$ cat src/rtl/acg_pkg.sv
package acg_pkg;

  // Legal bit-clock ratios (master cycles per bit period)
  localparam int unsigned BDIV_FAST   = 2;
  localparam int unsigned BDIV_SLOW   = 4;

  // Legal frame lengths (bit periods per stereo frame)
  localparam int unsigned FRAME_SHORT = 32;
  localparam int unsigned FRAME_MID   = 64;
  localparam int unsigned FRAME_LONG  = 128;
  localparam int unsigned FRAME_MAX   = FRAME_LONG;

  // Sample word widths
  localparam int unsigned WORD_NARROW = 16;
  localparam int unsigned WORD_MID    = 24;
  localparam int unsigned WORD_WIDE   = 32;

  typedef enum logic [1:0] {
    WL_16  = 2'd0,
    WL_24  = 2'd1,
    WL_32  = 2'd2,
    WL_RSV = 2'd3
  } word_code_e;

endpackage

$ cat src/rtl/acg_cfg_clamp.sv
module acg_cfg_clamp
  import acg_pkg::*;
#(
  parameter int BDIV_W = 3,
  parameter int FDIV_W = 8,
  parameter int SLOT_W = 6
) (
  input  logic [BDIV_W-1:0] bclk_div_i,
  input  logic [FDIV_W-1:0] frame_div_i,
  input  logic [1:0]        word_len_i,
  output logic [BDIV_W-1:0] bdiv_o,
  output logic [SLOT_W:0]   half_o,
  output logic [SLOT_W:0]   word_o,
  output logic              err_o
);

  localparam logic [BDIV_W-1:0] BD_FAST = BDIV_W'(BDIV_FAST);
  localparam logic [BDIV_W-1:0] BD_SLOW = BDIV_W'(BDIV_SLOW);
  localparam logic [BDIV_W-1:0] BD_MIDP = BDIV_W'((BDIV_FAST + BDIV_SLOW) / 2);

  localparam logic [FDIV_W-1:0] FR_S    = FDIV_W'(FRAME_SHORT);
  localparam logic [FDIV_W-1:0] FR_M    = FDIV_W'(FRAME_MID);
  localparam logic [FDIV_W-1:0] FR_L    = FDIV_W'(FRAME_LONG);
  localparam logic [FDIV_W-1:0] FR_SM   = FDIV_W'((FRAME_SHORT + FRAME_MID) / 2);
  localparam logic [FDIV_W-1:0] FR_ML   = FDIV_W'((FRAME_MID + FRAME_LONG) / 2);

  localparam logic [SLOT_W:0]   HALF_S  = (SLOT_W+1)'(FRAME_SHORT / 2);
  localparam logic [SLOT_W:0]   HALF_M  = (SLOT_W+1)'(FRAME_MID / 2);
  localparam logic [SLOT_W:0]   HALF_L  = (SLOT_W+1)'(FRAME_LONG / 2);

  localparam logic [SLOT_W:0]   WB_N    = (SLOT_W+1)'(WORD_NARROW);
  localparam logic [SLOT_W:0]   WB_M    = (SLOT_W+1)'(WORD_MID);
  localparam logic [SLOT_W:0]   WB_W    = (SLOT_W+1)'(WORD_WIDE);

  logic bdiv_bad, fdiv_bad, word_bad;

  // Bit-clock ratio: round to nearest legal value, ties go to the slower one
  always_comb begin
    bdiv_o   = (bclk_div_i < BD_MIDP) ? BD_FAST : BD_SLOW;
    bdiv_bad = (bclk_div_i != BD_FAST) && (bclk_div_i != BD_SLOW);
  end

  // Frame length: round to nearest legal value, ties go to the longer one
  always_comb begin
    if (frame_div_i < FR_SM) begin
      half_o = HALF_S;
    end else if (frame_div_i < FR_ML) begin
      half_o = HALF_M;
    end else begin
      half_o = HALF_L;
    end
    fdiv_bad = (frame_div_i != FR_S) && (frame_div_i != FR_M) &&
               (frame_div_i != FR_L);
  end

  // Word width decode; the reserved code falls back to the widest word
  always_comb begin
    word_bad = 1'b0;
    case (word_code_e'(word_len_i))
      WL_16:   word_o = WB_N;
      WL_24:   word_o = WB_M;
      WL_32:   word_o = WB_W;
      default: begin
        word_o   = WB_W;
        word_bad = 1'b1;
      end
    endcase
  end

  assign err_o = bdiv_bad | fdiv_bad | word_bad;

endmodule

$ cat src/rtl/acg_master_gen.sv
module acg_master_gen #(
  parameter int BDIV_W = 3,
  parameter int SLOT_W = 6
) (
  input  logic              clk_i,
  input  logic              rst_ni,
  input  logic              en_i,
  input  logic [BDIV_W-1:0] bdiv_i,
  input  logic [SLOT_W:0]   half_i,
  input  logic [SLOT_W:0]   word_i,
  input  logic              bclk_inv_i,
  input  logic              lr_inv_i,
  input  logic              gate_dis_i,
  output logic              bclk_o,
  output logic              lrclk_o,
  output logic              launch_o,
  output logic              capture_o,
  output logic              valid_o,
  output logic              chan_o
);

  logic [BDIV_W-1:0] div_q, div_n;
  logic [SLOT_W-1:0] slot_q, slot_n;
  logic              chan_q, chan_n;

  logic [BDIV_W-1:0] div_last, div_mid;
  logic [SLOT_W:0]   half_last;
  logic              bit_wrap, half_wrap;

  logic              valid_n, gate_n;
  logic              bclk_n, lrclk_n, launch_n, capture_n;

  assign div_last  = bdiv_i - 1'b1;
  assign div_mid   = bdiv_i >> 1;
  assign half_last = half_i - 1'b1;
  assign bit_wrap  = (div_q == div_last);
  assign half_wrap = ({1'b0, slot_q} == half_last);

  // Counter next state
  always_comb begin
    div_n  = div_q;
    slot_n = slot_q;
    chan_n = chan_q;
    if (en_i) begin
      if (bit_wrap) begin
        div_n = '0;
        if (half_wrap) begin
          slot_n = '0;
          chan_n = ~chan_q;
        end else begin
          slot_n = slot_q + 1'b1;
        end
      end else begin
        div_n = div_q + 1'b1;
      end
    end else begin
      div_n  = '0;
      slot_n = '0;
      chan_n = 1'b0;
    end
  end

  // Output decode from the next state so the pins line up with the counters
  always_comb begin
    valid_n   = ({1'b0, slot_n} < word_i);
    gate_n    = ~valid_n & ~gate_dis_i;
    bclk_n    = en_i & (gate_n ? bclk_inv_i : ((div_n >= div_mid) ^ bclk_inv_i));
    lrclk_n   = en_i & (chan_n ^ lr_inv_i);
    launch_n  = en_i & (div_n == '0);
    capture_n = en_i & (div_n == div_mid);
  end

  always_ff @(posedge clk_i or negedge rst_ni) begin
    if (!rst_ni) begin
      div_q     <= '0;
      slot_q    <= '0;
      chan_q    <= 1'b0;
      bclk_o    <= 1'b0;
      lrclk_o   <= 1'b0;
      launch_o  <= 1'b0;
      capture_o <= 1'b0;
      valid_o   <= 1'b0;
      chan_o    <= 1'b0;
    end else begin
      div_q     <= div_n;
      slot_q    <= slot_n;
      chan_q    <= chan_n;
      bclk_o    <= bclk_n;
      lrclk_o   <= lrclk_n;
      launch_o  <= launch_n;
      capture_o <= capture_n;
      valid_o   <= en_i & valid_n;
      chan_o    <= en_i & chan_n;
    end
  end

endmodule

$ cat src/rtl/acg_slave_sync.sv
module acg_slave_sync #(
  parameter int SYNC_STAGES = 2,
  parameter int SLOT_W      = 6
) (
  input  logic            clk_i,
  input  logic            rst_ni,
  input  logic            en_i,
  input  logic            bclk_ext_i,
  input  logic            lrclk_ext_i,
  input  logic            bclk_inv_i,
  input  logic            lr_inv_i,
  input  logic [SLOT_W:0] word_i,
  output logic            launch_o,
  output logic            capture_o,
  output logic            valid_o,
  output logic            chan_o
);

  localparam logic [SLOT_W-1:0] SLOT_IDLE = '1;

  // Synchroniser chain: bit 1 = frame clock, bit 0 = bit clock
  for (genvar g = 0; g < SYNC_STAGES; g++) begin : g_stage
    logic [1:0] q;
    if (g == 0) begin : g_first
      always_ff @(posedge clk_i or negedge rst_ni) begin
        if (!rst_ni) q <= 2'b00;
        else         q <= {lrclk_ext_i, bclk_ext_i};
      end
    end else begin : g_next
      always_ff @(posedge clk_i or negedge rst_ni) begin
        if (!rst_ni) q <= 2'b00;
        else         q <= g_stage[g-1].q;
      end
    end
  end

  logic [1:0]        sync_s;
  logic              hist_q;
  logic              rise, fall, launch_det, capture_det, chan_now;
  logic [SLOT_W-1:0] slot_q, slot_n;
  logic              chan_q, chan_n;

  assign sync_s      = g_stage[SYNC_STAGES-1].q;
  assign rise        = sync_s[0] & ~hist_q;
  assign fall        = ~sync_s[0] & hist_q;
  assign launch_det  = en_i & (bclk_inv_i ? rise : fall);
  assign capture_det = en_i & (bclk_inv_i ? fall : rise);
  assign chan_now    = sync_s[1] ^ lr_inv_i;

  // Slot tracking, advanced only on the launch edge
  always_comb begin
    slot_n = slot_q;
    chan_n = chan_q;
    if (!en_i) begin
      slot_n = SLOT_IDLE;
      chan_n = 1'b0;
    end else if (launch_det) begin
      chan_n = chan_now;
      if (chan_now != chan_q) begin
        slot_n = '0;
      end else if (slot_q != SLOT_IDLE) begin
        slot_n = slot_q + 1'b1;
      end
    end
  end

  always_ff @(posedge clk_i or negedge rst_ni) begin
    if (!rst_ni) begin
      hist_q    <= 1'b0;
      slot_q    <= SLOT_IDLE;
      chan_q    <= 1'b0;
      launch_o  <= 1'b0;
      capture_o <= 1'b0;
    end else begin
      hist_q    <= sync_s[0];
      slot_q    <= slot_n;
      chan_q    <= chan_n;
      launch_o  <= launch_det;
      capture_o <= capture_det;
    end
  end

  assign valid_o = en_i & (slot_q != SLOT_IDLE) & ({1'b0, slot_q} < word_i);
  assign chan_o  = chan_q;

endmodule

$ cat src/rtl/audio_clk_gen.sv
module audio_clk_gen
  import acg_pkg::*;
#(
  parameter int BDIV_W      = 3,
  parameter int FDIV_W      = 8,
  parameter int SYNC_STAGES = 2
) (
  input  logic              clk_i,
  input  logic              rst_ni,
  input  logic              master_i,
  input  logic [BDIV_W-1:0] bclk_div_i,
  input  logic [FDIV_W-1:0] frame_div_i,
  input  logic [1:0]        word_len_i,
  input  logic              bclk_inv_i,
  input  logic              lr_inv_i,
  input  logic              gate_dis_i,
  input  logic              bclk_ext_i,
  input  logic              lrclk_ext_i,
  output logic              bclk_o,
  output logic              lrclk_o,
  output logic              clk_oe_o,
  output logic              launch_stb_o,
  output logic              capture_stb_o,
  output logic              bit_valid_o,
  output logic              chan_o,
  output logic              config_error_o
);

  localparam int SLOT_W = $clog2(FRAME_MAX / 2);

  logic [BDIV_W-1:0] bdiv;
  logic [SLOT_W:0]   half_len, word_bits;

  logic m_bclk, m_lrclk, m_launch, m_capture, m_valid, m_chan;
  logic s_launch, s_capture, s_valid, s_chan;

  acg_cfg_clamp #(
    .BDIV_W (BDIV_W),
    .FDIV_W (FDIV_W),
    .SLOT_W (SLOT_W)
  ) u_cfg (
    .bclk_div_i  (bclk_div_i),
    .frame_div_i (frame_div_i),
    .word_len_i  (word_len_i),
    .bdiv_o      (bdiv),
    .half_o      (half_len),
    .word_o      (word_bits),
    .err_o       (config_error_o)
  );

  acg_master_gen #(
    .BDIV_W (BDIV_W),
    .SLOT_W (SLOT_W)
  ) u_master (
    .clk_i      (clk_i),
    .rst_ni     (rst_ni),
    .en_i       (master_i),
    .bdiv_i     (bdiv),
    .half_i     (half_len),
    .word_i     (word_bits),
    .bclk_inv_i (bclk_inv_i),
    .lr_inv_i   (lr_inv_i),
    .gate_dis_i (gate_dis_i),
    .bclk_o     (m_bclk),
    .lrclk_o    (m_lrclk),
    .launch_o   (m_launch),
    .capture_o  (m_capture),
    .valid_o    (m_valid),
    .chan_o     (m_chan)
  );

  acg_slave_sync #(
    .SYNC_STAGES (SYNC_STAGES),
    .SLOT_W      (SLOT_W)
  ) u_slave (
    .clk_i       (clk_i),
    .rst_ni      (rst_ni),
    .en_i        (~master_i),
    .bclk_ext_i  (bclk_ext_i),
    .lrclk_ext_i (lrclk_ext_i),
    .bclk_inv_i  (bclk_inv_i),
    .lr_inv_i    (lr_inv_i),
    .word_i      (word_bits),
    .launch_o    (s_launch),
    .capture_o   (s_capture),
    .valid_o     (s_valid),
    .chan_o      (s_chan)
  );

  // The master generator parks its outputs low when disabled
  assign clk_oe_o      = master_i;
  assign bclk_o        = m_bclk;
  assign lrclk_o       = m_lrclk;
  assign launch_stb_o  = master_i ? m_launch  : s_launch;
  assign capture_stb_o = master_i ? m_capture : s_capture;
  assign bit_valid_o   = master_i ? m_valid   : s_valid;
  assign chan_o        = master_i ? m_chan    : s_chan;

endmodule

$ cat config.mk
export PLATFORM = sky130hd
export DESIGN_NAME = audio_clk_gen
export DESIGN_NICKNAME = d
export VERILOG_FILES = /design/src/rtl/acg_pkg.sv /design/src/rtl/acg_cfg_clamp.sv /design/src/rtl/acg_master_gen.sv /design/src/rtl/acg_slave_sync.sv /design/src/rtl/audio_clk_gen.sv
export SDC_FILE = /design/constraint.sdc
export NUM_CORES = 1
export LEC_CHECK = 0
export BUFFER_PORTS_ARGS = -buffer_cell sky130_fd_sc_hd__buf_2
export CAP_MARGIN = 10
export CORE_ASPECT_RATIO = 0.9
export CORE_MARGIN = 2
export CORE_UTILIZATION = 55
export CTS_BUF_LIST = sky130_fd_sc_hd__clkbuf_4 sky130_fd_sc_hd__clkbuf_8 sky130_fd_sc_hd__clkbuf_16
export DETAILED_ROUTE_END_ITERATION = 8
export PLACE_DENSITY_LB_ADDON = 0.3
export RECOVER_POWER = 50
export SLEW_MARGIN = 25
export SYNTH_ARGS = -nofsm -noshare
export SYNTH_HDL_FRONTEND = slang
export SYNTH_SLANG_ARGS = --single-unit
$ cat constraint.sdc
create_clock -name clk_i -period 3.12 [get_ports clk_i]
set_input_delay 0.468 -clock clk_i [delete_from_list [all_inputs] [get_ports clk_i]]
set_output_delay 0.468 -clock clk_i [all_outputs]
set_load 0.02 [all_outputs]
==> impl_results.md, run 1 <==
- Reg-to-reg endpoint: u_master.bclk_o
- Mean Syn Cell Area: 9.70 sq um
- Routed length per placed instance: 14.9 um
- DRT iter0 DRCs: 56
- Die span in x: 62.0 um
- TritonCTS clock tree: yes
- Post-synth top flop: dfrtp_1
- Post-Syn Instances: 172
- Initial antenna violation count: 0
- Die area: 3490 sq um
- Reg area: 733 sq um
- Port Buf Inserts: 28
- Util after Layout: 0.683
- CP endpoint: u_master.bclk_o
- Final WL: 3.66 mm
- Sequential group share of total power: 0.487
- Top cell type by total area after synthesis: dfrtp_1
- Cts hold-fix bufs: 0
- Final net count: 234
- Pin count of the biggest net entering global routing: 30
- Drt pass-1 iters: 4
- DRT antenna net count: 0
- Die Span Y: 56.2 um
- Critical R2R Launch: u_master.div_q[1]
- Most common cell after layout, fill and taps aside: buf_2
- Rel. slew slack: -0.0199
- #FFs+latches synth: 29
- Critical setup path kind: reg2reg
- Share of cells above drive strength 1: 0.249
- Int Pwr: 620 uW
- CP Capture Type: register
- CTS Buf Count: 5
- Post-Syn Area: 1670 sq um
- Gr usage total: 0.234
- Final Max Slew Viols: 30
- Min cycle time layout: 2.94 ns
- Crit path DAT: 3.18 ns
- Clk_lat worst skew: 0.32 ns
- Hold Slack: 0.245 ns
- FF-to-FF setup slack: 0.18 ns
- Pre-CTS WS: 0.173 ns
- Dominant cells by area after synthesis: dfrtp_1 35%, dfstp_2 9.5%, ha_1 6.8%, nand2_1 4.3%, nor2_1 3.8%
- Worst vdd rail ir drop: 0.367 mV
- Synth cell types: 45
- Final worst slack: 0.176 ns
- Worst setup path startpoint: u_master.div_q[1]
- Failing checks: capacitance limit, slew limit
- Comb pwr share: 0.227
- Max-cap check violation count: 1
- Hold wc startpoint: bclk_ext_i
- Hold crit path type: in2reg
- Startpoint types: register
- Vias/cell: 5.75
- Setup TNS: 0 ns
- Final hold viol count: 0
- First-pass GRT wire length: 6.04 mm
- Power per cell area: 459 nW/um^2
- Crit path required time: 3.36 ns
- CP Max Fanout: 8
- LEAKAGE: 0.000916 uW
- Async S/R FF share, synth: 1.00
- Total power: 883 uW
- Tcrit/Tclk final: 0.944
- Switch share: 0.298
- Vias in the first global route: 1363
- Clk root buf: clkbuf_4
- Total gr overflow: 0
- Yosys top cell area share: 0.345
- Clk pwr share: 0.286
- Site Rows: 18
- Fmax: 340 MHz
- Clock buffer depth: 2
- Multi-input gate area: 907 sq um
- Reg2reg path depth: 10
- Core area: 2820 sq um
- Fillers: 219
- Seq/Total Area, Yosys: 0.440
- Syn nets: 202
- Clock Pin Slew Worst Setup and Hold Paths: 0.09 ns
- # IOs: 29
- Synthesis Warnings: 0
- Via count: 1409
- Initial core utilization: 0.592
- Area growth from synthesis to layout: 15.2%
- # diodes: 0
- Finish-stage setup viols: 0
- Clock sinks: 29
- Layout Skew: 0.00505 ns
- HPWL after detailed placement: 2.73 mm
- Most frequent cells in the layout: 27 x buf_2, 23 x dfrtp_1, 19 x nand2_1, 17 x nor2_1, 12 x a21oi_1
- Residual DRC count: 0
- Placer Congestion: 0.806
- H-Tree Level Count: 2
- Worst slew pin tran: 1.53 ns
- Post-synth EDFFs: 0
- Outcome: complete, but fails checks
- Net Sw Power: 263 uW
-- how the worst min path moves through the flow --
stage | endpoint | slack, ns | cells after the start
2_1_floorplan | u_master.bclk_o | 0.17 | 0
3_3_place_gp | u_slave.g_stage[1].q[0] | 0.34 | 0
3_5_place_dp | u_slave.g_stage[1].q[1] | 0.34 | 0
4_1_cts | u_slave.hist_q | 0.17 | 1
5_1_grt | u_slave.g_stage[0].q[0] | 0.22 | 1
6_report | u_slave.g_stage[0].q[0] | 0.25 | 1
-- stage by stage --
step	instance area [sq um]	cells
after global placement	1850	237
final	1920	245
after CTS	1920	245
after global routing	1920	245
after detailed placement	1850	237
after floorplan	1670	172
-- critical path: stages, from the launching register on --
cell	delay [ns]
dfrtp_1	0.41
nor3b_1	0.30
mux2_4	0.28
nand2b_1	0.12
o21ai_0	0.32
nor2_1	0.13
ha_1	0.35
nand3_1	0.12
o21ba_1	0.19
or4_1	0.53
o2111ai_1	0.11
-- power by group through the flow --
stage,clock network [uW],registers [uW],logic (uW)
global placement,0,434,186
global route,278,434,223
CTS,259,429,198
detailed placement,0,436,196
finish,253,429,200
floorplan,0,434,130
-- cell families (layout without fill, tap and decap cells) --
family	after synthesis	in the layout	share of synthesized area
buffers and inverters	8	41	0.0203
xor gates and xnor gates	10	10	0.0525
and+or+nand+nor	71	71	0.221
DFF	29	29	0.440
adders and majority gates	9	9	0.0675
AOI/OAI and AO/OA	38	38	0.152
muxes	7	7	0.0473
-- Yosys cell counts (2+ instances only) --
master and number:
mux2i_1 3, nand2_1 19, clkbuf_1 4, a21oi_1 12, o2111ai_1 2, nand3b_1 3, nand2b_1 6, dfstp_2 6
a311oi_1 3, dfrtp_1 23, xor2_1 5, nor2_1 17, ha_1 9, nand3_1 4, nor3b_1 2, nor3_1 2
and3_1 5, nor2b_1 4, inv_1 3, xnor2_1 5, o21ai_0 7, mux2_2 3, o21ai_1 2, or4_1 2
-- layout make-up --
class                   count  area share
well taps                  40      0.0260
clock buffers               8      0.0345
inverters                   3     0.00586
multi-input cells         135       0.472
repair buffers             30      0.0801
flip-flops and latches     29       0.382
-- sequential cells by signal, summed over array words and instances, names as in the netlist, 3 cells and up --
signal and flops:
u_slave.g_stage.q 4, u_master.slot_q 6, u_master.div_q 3, u_slave.slot_q 6
-- metal layers --
metal  routed length (um)  global-route usage
met1                 1630               0.312
met2                 1760               0.365
met3                  251              0.0628
met4                   26              0.0729
met5                    0                   0
-- timing repair --
| action | in CTS | in global routing |
|---|---|---|
| endpoints found under the setup margin | 0 | 1 |
| buffers inserted | 0 | 0 |
| resized for setup | 0 | 1 |
Power figures use the tool's default switching activity.
==> run 2: changes to the inputs <==
Settings changed: MAX_ROUTING_LAYER set to met4.
==> run 2 against run 1 <==
  * The flow still finishes with violations (capacitance limit, slew limit)
  * Die area unchanged
  * Combinational power barely moved
  * Cell count stayed put
  * Sequential share of layout area did not move
  * Sequential power hardly changed
  * Largest cell class unchanged
  * Largest power group unchanged
==> impl_results.md, run 2 (synthesis gave the netlist of run 1 again) <==
- Outcome: complete, but fails checks
- Failing checks: capacitance limit, slew limit
- TritonCTS clock tree: yes
- Final worst slack: 0.182 ns (+0.00587 ns)
- Clock buffer depth: 2 (unchanged)
- Max-cap check violation count: 1 (unchanged)
- Critical setup path kind: reg2reg
- CP top delay family: simple AND/OR/NAND/NOR gates
- Reg area: 733 sq um (unchanged)
- Final Max Slew Viols: 30 (unchanged)
- Core area: 2820 sq um (unchanged)
- Slowest-stage cell, CP: or4_1
- Cts hold-fix bufs: 0 (unchanged)
- CP Max Fanout: 8 (unchanged)
- Startpoint types: register
- Routed length per placed instance: 14.9 um (about the same)
- # IOs: 29 (unchanged)
- DRT antenna net count: 0 (unchanged)
- Min cycle time layout: 2.94 ns (-0.00587 ns)
- Residual DRC count: 0 (unchanged)
- Placer Congestion: 0.818 (+1.5%)
- Finish-stage setup viols: 0 (unchanged)
- CP Capture Type: register
- Initial antenna violation count: 0 (unchanged)
- Hold Slack: 0.244 ns (-0.000762 ns)
- LEAKAGE: 0.000916 uW (unchanged)
- Share of cells above drive strength 1: 0.249 (unchanged)
- Final WL: 3.66 mm (about the same)
- Total gr overflow: 0 (unchanged)
- Via count: 1422 (+0.92%)
- Crit path DAT: 3.18 ns (about the same)
- Pre-CTS WS: 0.173 ns (unchanged)
- Worst vdd rail ir drop: 0.366 mV (-0.17%)
- Clk pwr share: 0.287 (about the same)
- Fmax: 340 MHz (+0.20%)
- Port Buf Inserts: 28 (unchanged)
- Clock Pin Slew Worst Setup and Hold Paths: 0.09 ns (about the same)
- # diodes: 0 (unchanged)
- Clk root buf: clkbuf_4
- Worst slew pin tran: 1.51 ns (-0.0149 ns)
- Most frequent cells in the layout: 27 x buf_2, 23 x dfrtp_1, 19 x nand2_1, 17 x nor2_1, 12 x a21oi_1
- Vias/cell: 5.80 (+0.92%)
- Sequential group share of total power: 0.486 (about the same)
- DRT iter0 DRCs: 56 (unchanged)
- Layout Skew: 0.00513 ns (+0.0000774 ns)
- Largest regs: u_master.slot_q: 6 flops, u_slave.slot_q: 6 flops, u_slave.g_stage.q: 4 flops
- Rel. slew slack: -0.00993 (+0.00994)
- Int Pwr: 620 uW (about the same)
- Gr usage total: 0.240 (+0.00626)
- Hold crit path type: in2reg
- Clock sinks: 29 (unchanged)
- Fillers: 219 (unchanged)
- CP peak stage delay: 0.53 ns (about the same)
- First-pass GRT wire length: 6.03 mm (-0.12%)
- Vias in the first global route: 1364 (+0.073%)
- Die Span Y: 56.2 um (unchanged)
- Switch share: 0.298 (about the same)
- Tcrit/Tclk final: 0.942 (-0.00188)
- Critical path, cell by cell: nor3b_1 > mux2_4 > nand2b_1 > o21ai_0 > nor2_1 > ha_1 > nand3_1 > o21ba_1 > or4_1 > o2111ai_1
- Final hold viol count: 0 (unchanged)
- Drt pass-1 iters: 4 (unchanged)
- Net Sw Power: 263 uW (about the same)
- Power per cell area: 459 nW/um^2 (about the same)
- Site Rows: 18 (unchanged)
- Multi-input gate area: 907 sq um (unchanged)
- Pin count of the biggest net entering global routing: 30 (unchanged)
- CP Buf/Inv Count: 0 (unchanged)
- Area growth from synthesis to layout: 15.2% (unchanged)
- H-Tree Level Count: 2 (unchanged)
- Comb pwr share: 0.227 (about the same)
- Most common cell after layout, fill and taps aside: buf_2
- Die area: 3490 sq um (unchanged)
- Initial core utilization: 0.592 (unchanged)
- Crit path required time: 3.36 ns (about the same)
- HPWL after detailed placement: 2.73 mm (unchanged)
- Clk_lat worst skew: 0.32 ns (about the same)
- Final net count: 234 (unchanged)
- Die span in x: 62.0 um (unchanged)
- CTS Buf Count: 5 (unchanged)
-- run 2: cell counts in the layout (fill, tap and decap cells not counted) --
Identical to the previous run, type by type.
-- run 2: layer usage --
layer	global-route usage	share of wire	vias up
met5	-	0	-
li1	-	-	687
met4	0.0729	0.0071	0
met1	0.312	0.45	681
met2	0.365	0.48	52
met3	0.0628	0.062	2
-- run 2: worst paths after layout --
check	start	end	slack, ns	cells after the start
max in group asynchronous	rst_ni	u_master.valid_o	1.74	1
hold / removal	bclk_ext_i	u_slave.g_stage[0].q[0]	0.24	1
hold reg to reg	u_slave.g_stage[0].q[1]	u_slave.g_stage[1].q[1]	0.36	0
setup / recovery	u_master.div_q[1]	u_master.bclk_o	0.18	10
setup reg to reg	u_master.div_q[1]	u_master.bclk_o	0.18	10
min in group asynchronous	rst_ni	u_slave.g_stage[1].q[0]	0.50	1
-- run 2: repair_timing --
item                                    CTS  global route
endpoints found under the setup margin    0             1
gates resized for setup                   0             1
hold endpoints to repair                  0             0
buffers inserted                          0             0
-- run 2: final cells by class --
cell class / instances / area share
flip-flops and latches: 29 / 0.382
repair buffers: 30 / 0.0801
multi-input cells: 135 / 0.472
well taps: 40 / 0.0260
clock buffers: 8 / 0.0345
inverters: 3 / 0.00586
-- run 2: metrics by stage --
| stage | total power [uW] | util | instance area (sq um) | instances | setup TNS (ns) |
|---|---|---|---|---|---|
| 3_3_place_gp | 620 | 0.657 | 1850 | 237 | 0 |
| 2_1_floorplan | 564 | - | 1670 | 172 | 0 |
| 6_report | 883 | 0.683 | 1920 | 245 | 0 |
| 5_1_grt | 936 | 0.683 | 1920 | 245 | -0.00375 |
| 4_1_cts | 886 | 0.681 | 1920 | 245 | 0 |
| 3_5_place_dp | 633 | 0.657 | 1850 | 237 | 0 |
-- run 2: worst register-to-register path: stages (launching register included) --
cell and delay (ns):
dfrtp_1 0.41, nor3b_1 0.30, mux2_4 0.27, nand2b_1 0.12, o21ai_0 0.31, nor2_1 0.13
ha_1 0.35, nand3_1 0.12, o21ba_1 0.19, or4_1 0.53, o2111ai_1 0.11
-- run 2: power by group through the flow --
stage	registers, uW	clock network (uW)	logic (uW)
2_1_floorplan	434	0	130
3_3_place_gp	434	0	186
3_5_place_dp	436	0	196
4_1_cts	429	259	198
5_1_grt	434	278	223
6_report	430	253	200
==> run 3: changes to the inputs <==
Settings changed: CORE_UTILIZATION 55 to 59.
Clock period 3.12 ns to 3.65 ns, I/O delays scaled along.
==> run 3 against run 2 <==
  * The run still ends with capacitance limit, slew limit left
  * Worst setup slack improved by 0.62 ns
  * Critical path depth stayed put
  * Maximum frequency is 3.2% higher
  * Non-clock buffer count is 2 lower
  * Total power decreased by 7.9%
  * Cell count shrank 0.82%
  * Die area shrank 6.3%
  * Clock skew grew 0.0034 ns
  * Cell area is essentially flat
  * Sequential share of layout area about the same
  * Critical path type unchanged
  * Largest power group unchanged
==> impl_results.md, run 3 (synthesis gave the netlist of run 1 again) <==
- Clock sinks: 29 (unchanged)
- Sequential group share of total power: 0.452 (-0.034)
- Worst vdd rail ir drop: 0.268 mV (-27%)
- Site Rows: 18 (unchanged)
- Finish-stage setup viols: 0 (unchanged)
- HPWL after detailed placement: 2.36 mm (-13%)
- Die Span Y: 54.4 um (-3.2%)
- TritonCTS clock tree: yes
- Clock buffer depth: 2 (unchanged)
- Comb pwr share: 0.201 (-0.026)
- Min cycle time layout: 2.85 ns (-0.0907 ns)
- Final Max Slew Viols: 29 (-3.3%)
- Power per cell area: 423 nW/um^2 (-8.0%)
- # IOs: 29 (unchanged)
- Vias/cell: 5.70 (-1.8%)
- # diodes: 0 (unchanged)
- Cells after DPL: 235 (-0.84%)
- Clock Pin Slew Worst Setup and Hold Paths: 0.10 ns (about the same)
- LEAKAGE: 0.000917 uW (about the same)
- Initial core utilization: 0.612 (+0.0196)
- Most frequent cells in the layout: 27 x buf_2, 23 x dfrtp_1, 19 x nand2_1, 17 x nor2_1, 12 x a21oi_1
- Via count: 1385 (-2.6%)
- Crit path DAT: 3.04 ns (-0.14 ns)
- Fillers: 204 (-6.8%)
- Clk root buf: clkbuf_4
- Drt pass-1 iters: 4 (unchanged)
- Hold crit path type: in2reg
- Critical R2R Launch: u_master.div_q[0]
- Initial antenna violation count: 0 (unchanged)
- Post-Layout Cell Count: 243 (-0.82%)
- Net Sw Power: 224 uW (-15%)
- Gr usage total: 0.234 (-0.00600)
- Placer Congestion: 0.844 (+3.2%)
- Clk pwr share: 0.347 (+0.060)
- Largest regs: u_master.slot_q: 6 flops, u_slave.slot_q: 6 flops, u_slave.g_stage.q: 4 flops
- Die span in x: 60.0 um (-3.2%)
- Worst slew pin tran: 1.50 ns (-0.0122 ns)
- Crit path required time: 3.85 ns (+0.49 ns)
- Die area: 3270 sq um (-6.3%)
- Final WL: 3.22 mm (-12%)
- DRT antenna net count: 0 (unchanged)
- Layout Skew: 0.00855 ns (+0.00342 ns)
- CTS Buf Count: 5 (unchanged)
- Final hold viol count: 0 (unchanged)
- Port Buf Inserts: 28 (unchanged)
- Outcome: complete, but fails checks
- Int Pwr: 589 uW (-5.1%)
- RSZ-0062 raised after global routing: false
- First-pass GRT wire length: 5.36 mm (-11%)
- Hold Path Cell Cnt: 1 (unchanged)
- Routed length per placed instance: 13.2 um (-11%)
- Core area: 2730 sq um (-3.2%)
- Rel. slew slack: -0.00182 (+0.00811)
- Final net count: 232 (-0.85%)
- Share of cells above drive strength 1: 0.236 (-0.0123)
- Failing checks: capacitance limit, slew limit
- Post-CTS Setup Inserts: 0 (unchanged)
- Reg2reg path depth: 10 (unchanged)
- PostCTS Resize Cnt: 0 (unchanged)
- Switch share: 0.276 (-0.0217)
- Pin count of the biggest net entering global routing: 31 (+3.3%)
- Fmax: 351 MHz (+3.2%)
- DRT iter0 DRCs: 109 (+95%)
- Residual DRC count: 0 (unchanged)
- CP Capture Type: register
- Max-cap check violation count: 1 (unchanged)
- Hold wc startpoint: lrclk_ext_i
- Most common cell after layout, fill and taps aside: buf_2
- H-Tree Level Count: 2 (unchanged)
- Tcrit/Tclk final: 0.780 (-0.162)
- Clk_lat worst skew: 0.33 ns (about the same)
- Cts hold-fix bufs: 0 (unchanged)
- Critical setup path kind: reg2reg
- Worst setup path startpoint: u_master.div_q[0]
- Setup TNS: 0 ns (unchanged)
- Vias in the first global route: 1211 (-11%)
- CP Max Fanout: 8 (unchanged)
- Total gr overflow: 0 (unchanged)
- Area growth from synthesis to layout: 15.3% (about the same)
- Startpoint types: register
run 3: layout make-up:
cell class | instances | area (sq um) | area share
Clock buffer | 7 | 58.8 | 0.0306
Clock inverter | 1 | 30.0 | 0.0156
Inverter | 3 | 11.3 | 0.00586
Multi-Input combinational cell | 135 | 901 | 0.468
Sequential cell | 29 | 733 | 0.381
Tap cell | 40 | 50.0 | 0.0260
Timing Repair Buffer | 28 | 139 | 0.0722
run 3: stage by stage:
stage / setup slack (ns) / utilization / area (sq um) / hold slack [ns] / total power (uW)
2_1_floorplan: 0.895 / - / 1670 / 0.252 / 482
3_3_place_gp: 0.626 / 0.674 / 1840 / 0.335 / 527
3_5_place_dp: 0.543 / 0.674 / 1840 / 0.341 / 535
4_1_cts: 0.831 / 0.706 / 1920 / 0.235 / 819
5_1_grt: 0.539 / 0.706 / 1920 / 0.294 / 860
6_report: 0.803 / 0.706 / 1920 / 0.326 / 813
run 3: layer usage:
metal	wire, um	track usage
met5	0	-
met4	33	0.0889
met3	154	0.0496
met2	1550	0.361
met1	1480	0.307
run 3: critical path, stage by stage (launching register included):
cell,delay (ns)
dfrtp_1,0.41
nor3b_1,0.27
mux2_4,0.26
nand2b_1,0.11
o21ai_0,0.32
nor2_1,0.12
ha_1,0.33
nand3_1,0.10
nor4bb_1,0.49
or4_1,0.20
o2111ai_1,0.10
run 3: path summary, 6_finish.rpt:
path,endpoint,slack (ns)
worst max-delay path,u_master.bclk_o,0.80
worst min-delay path,u_slave.g_stage[0].q[1],0.33
worst max register to register,u_master.bclk_o,0.80
worst min register to register,u_slave.g_stage[1].q[1],0.36
max in group asynchronous,u_master.slot_q[0],2.21
min in group asynchronous,u_master.div_q[0],0.57
run 3: power by group through the flow:
stage / clock (uW) / sequential, uW / combinational, uW
final: 282 / 367 / 163
after global routing: 304 / 371 / 185
after CTS: 288 / 367 / 164
after detailed placement: 0 / 373 / 161
after global placement: 0 / 371 / 156
after floorplan: 0 / 371 / 111
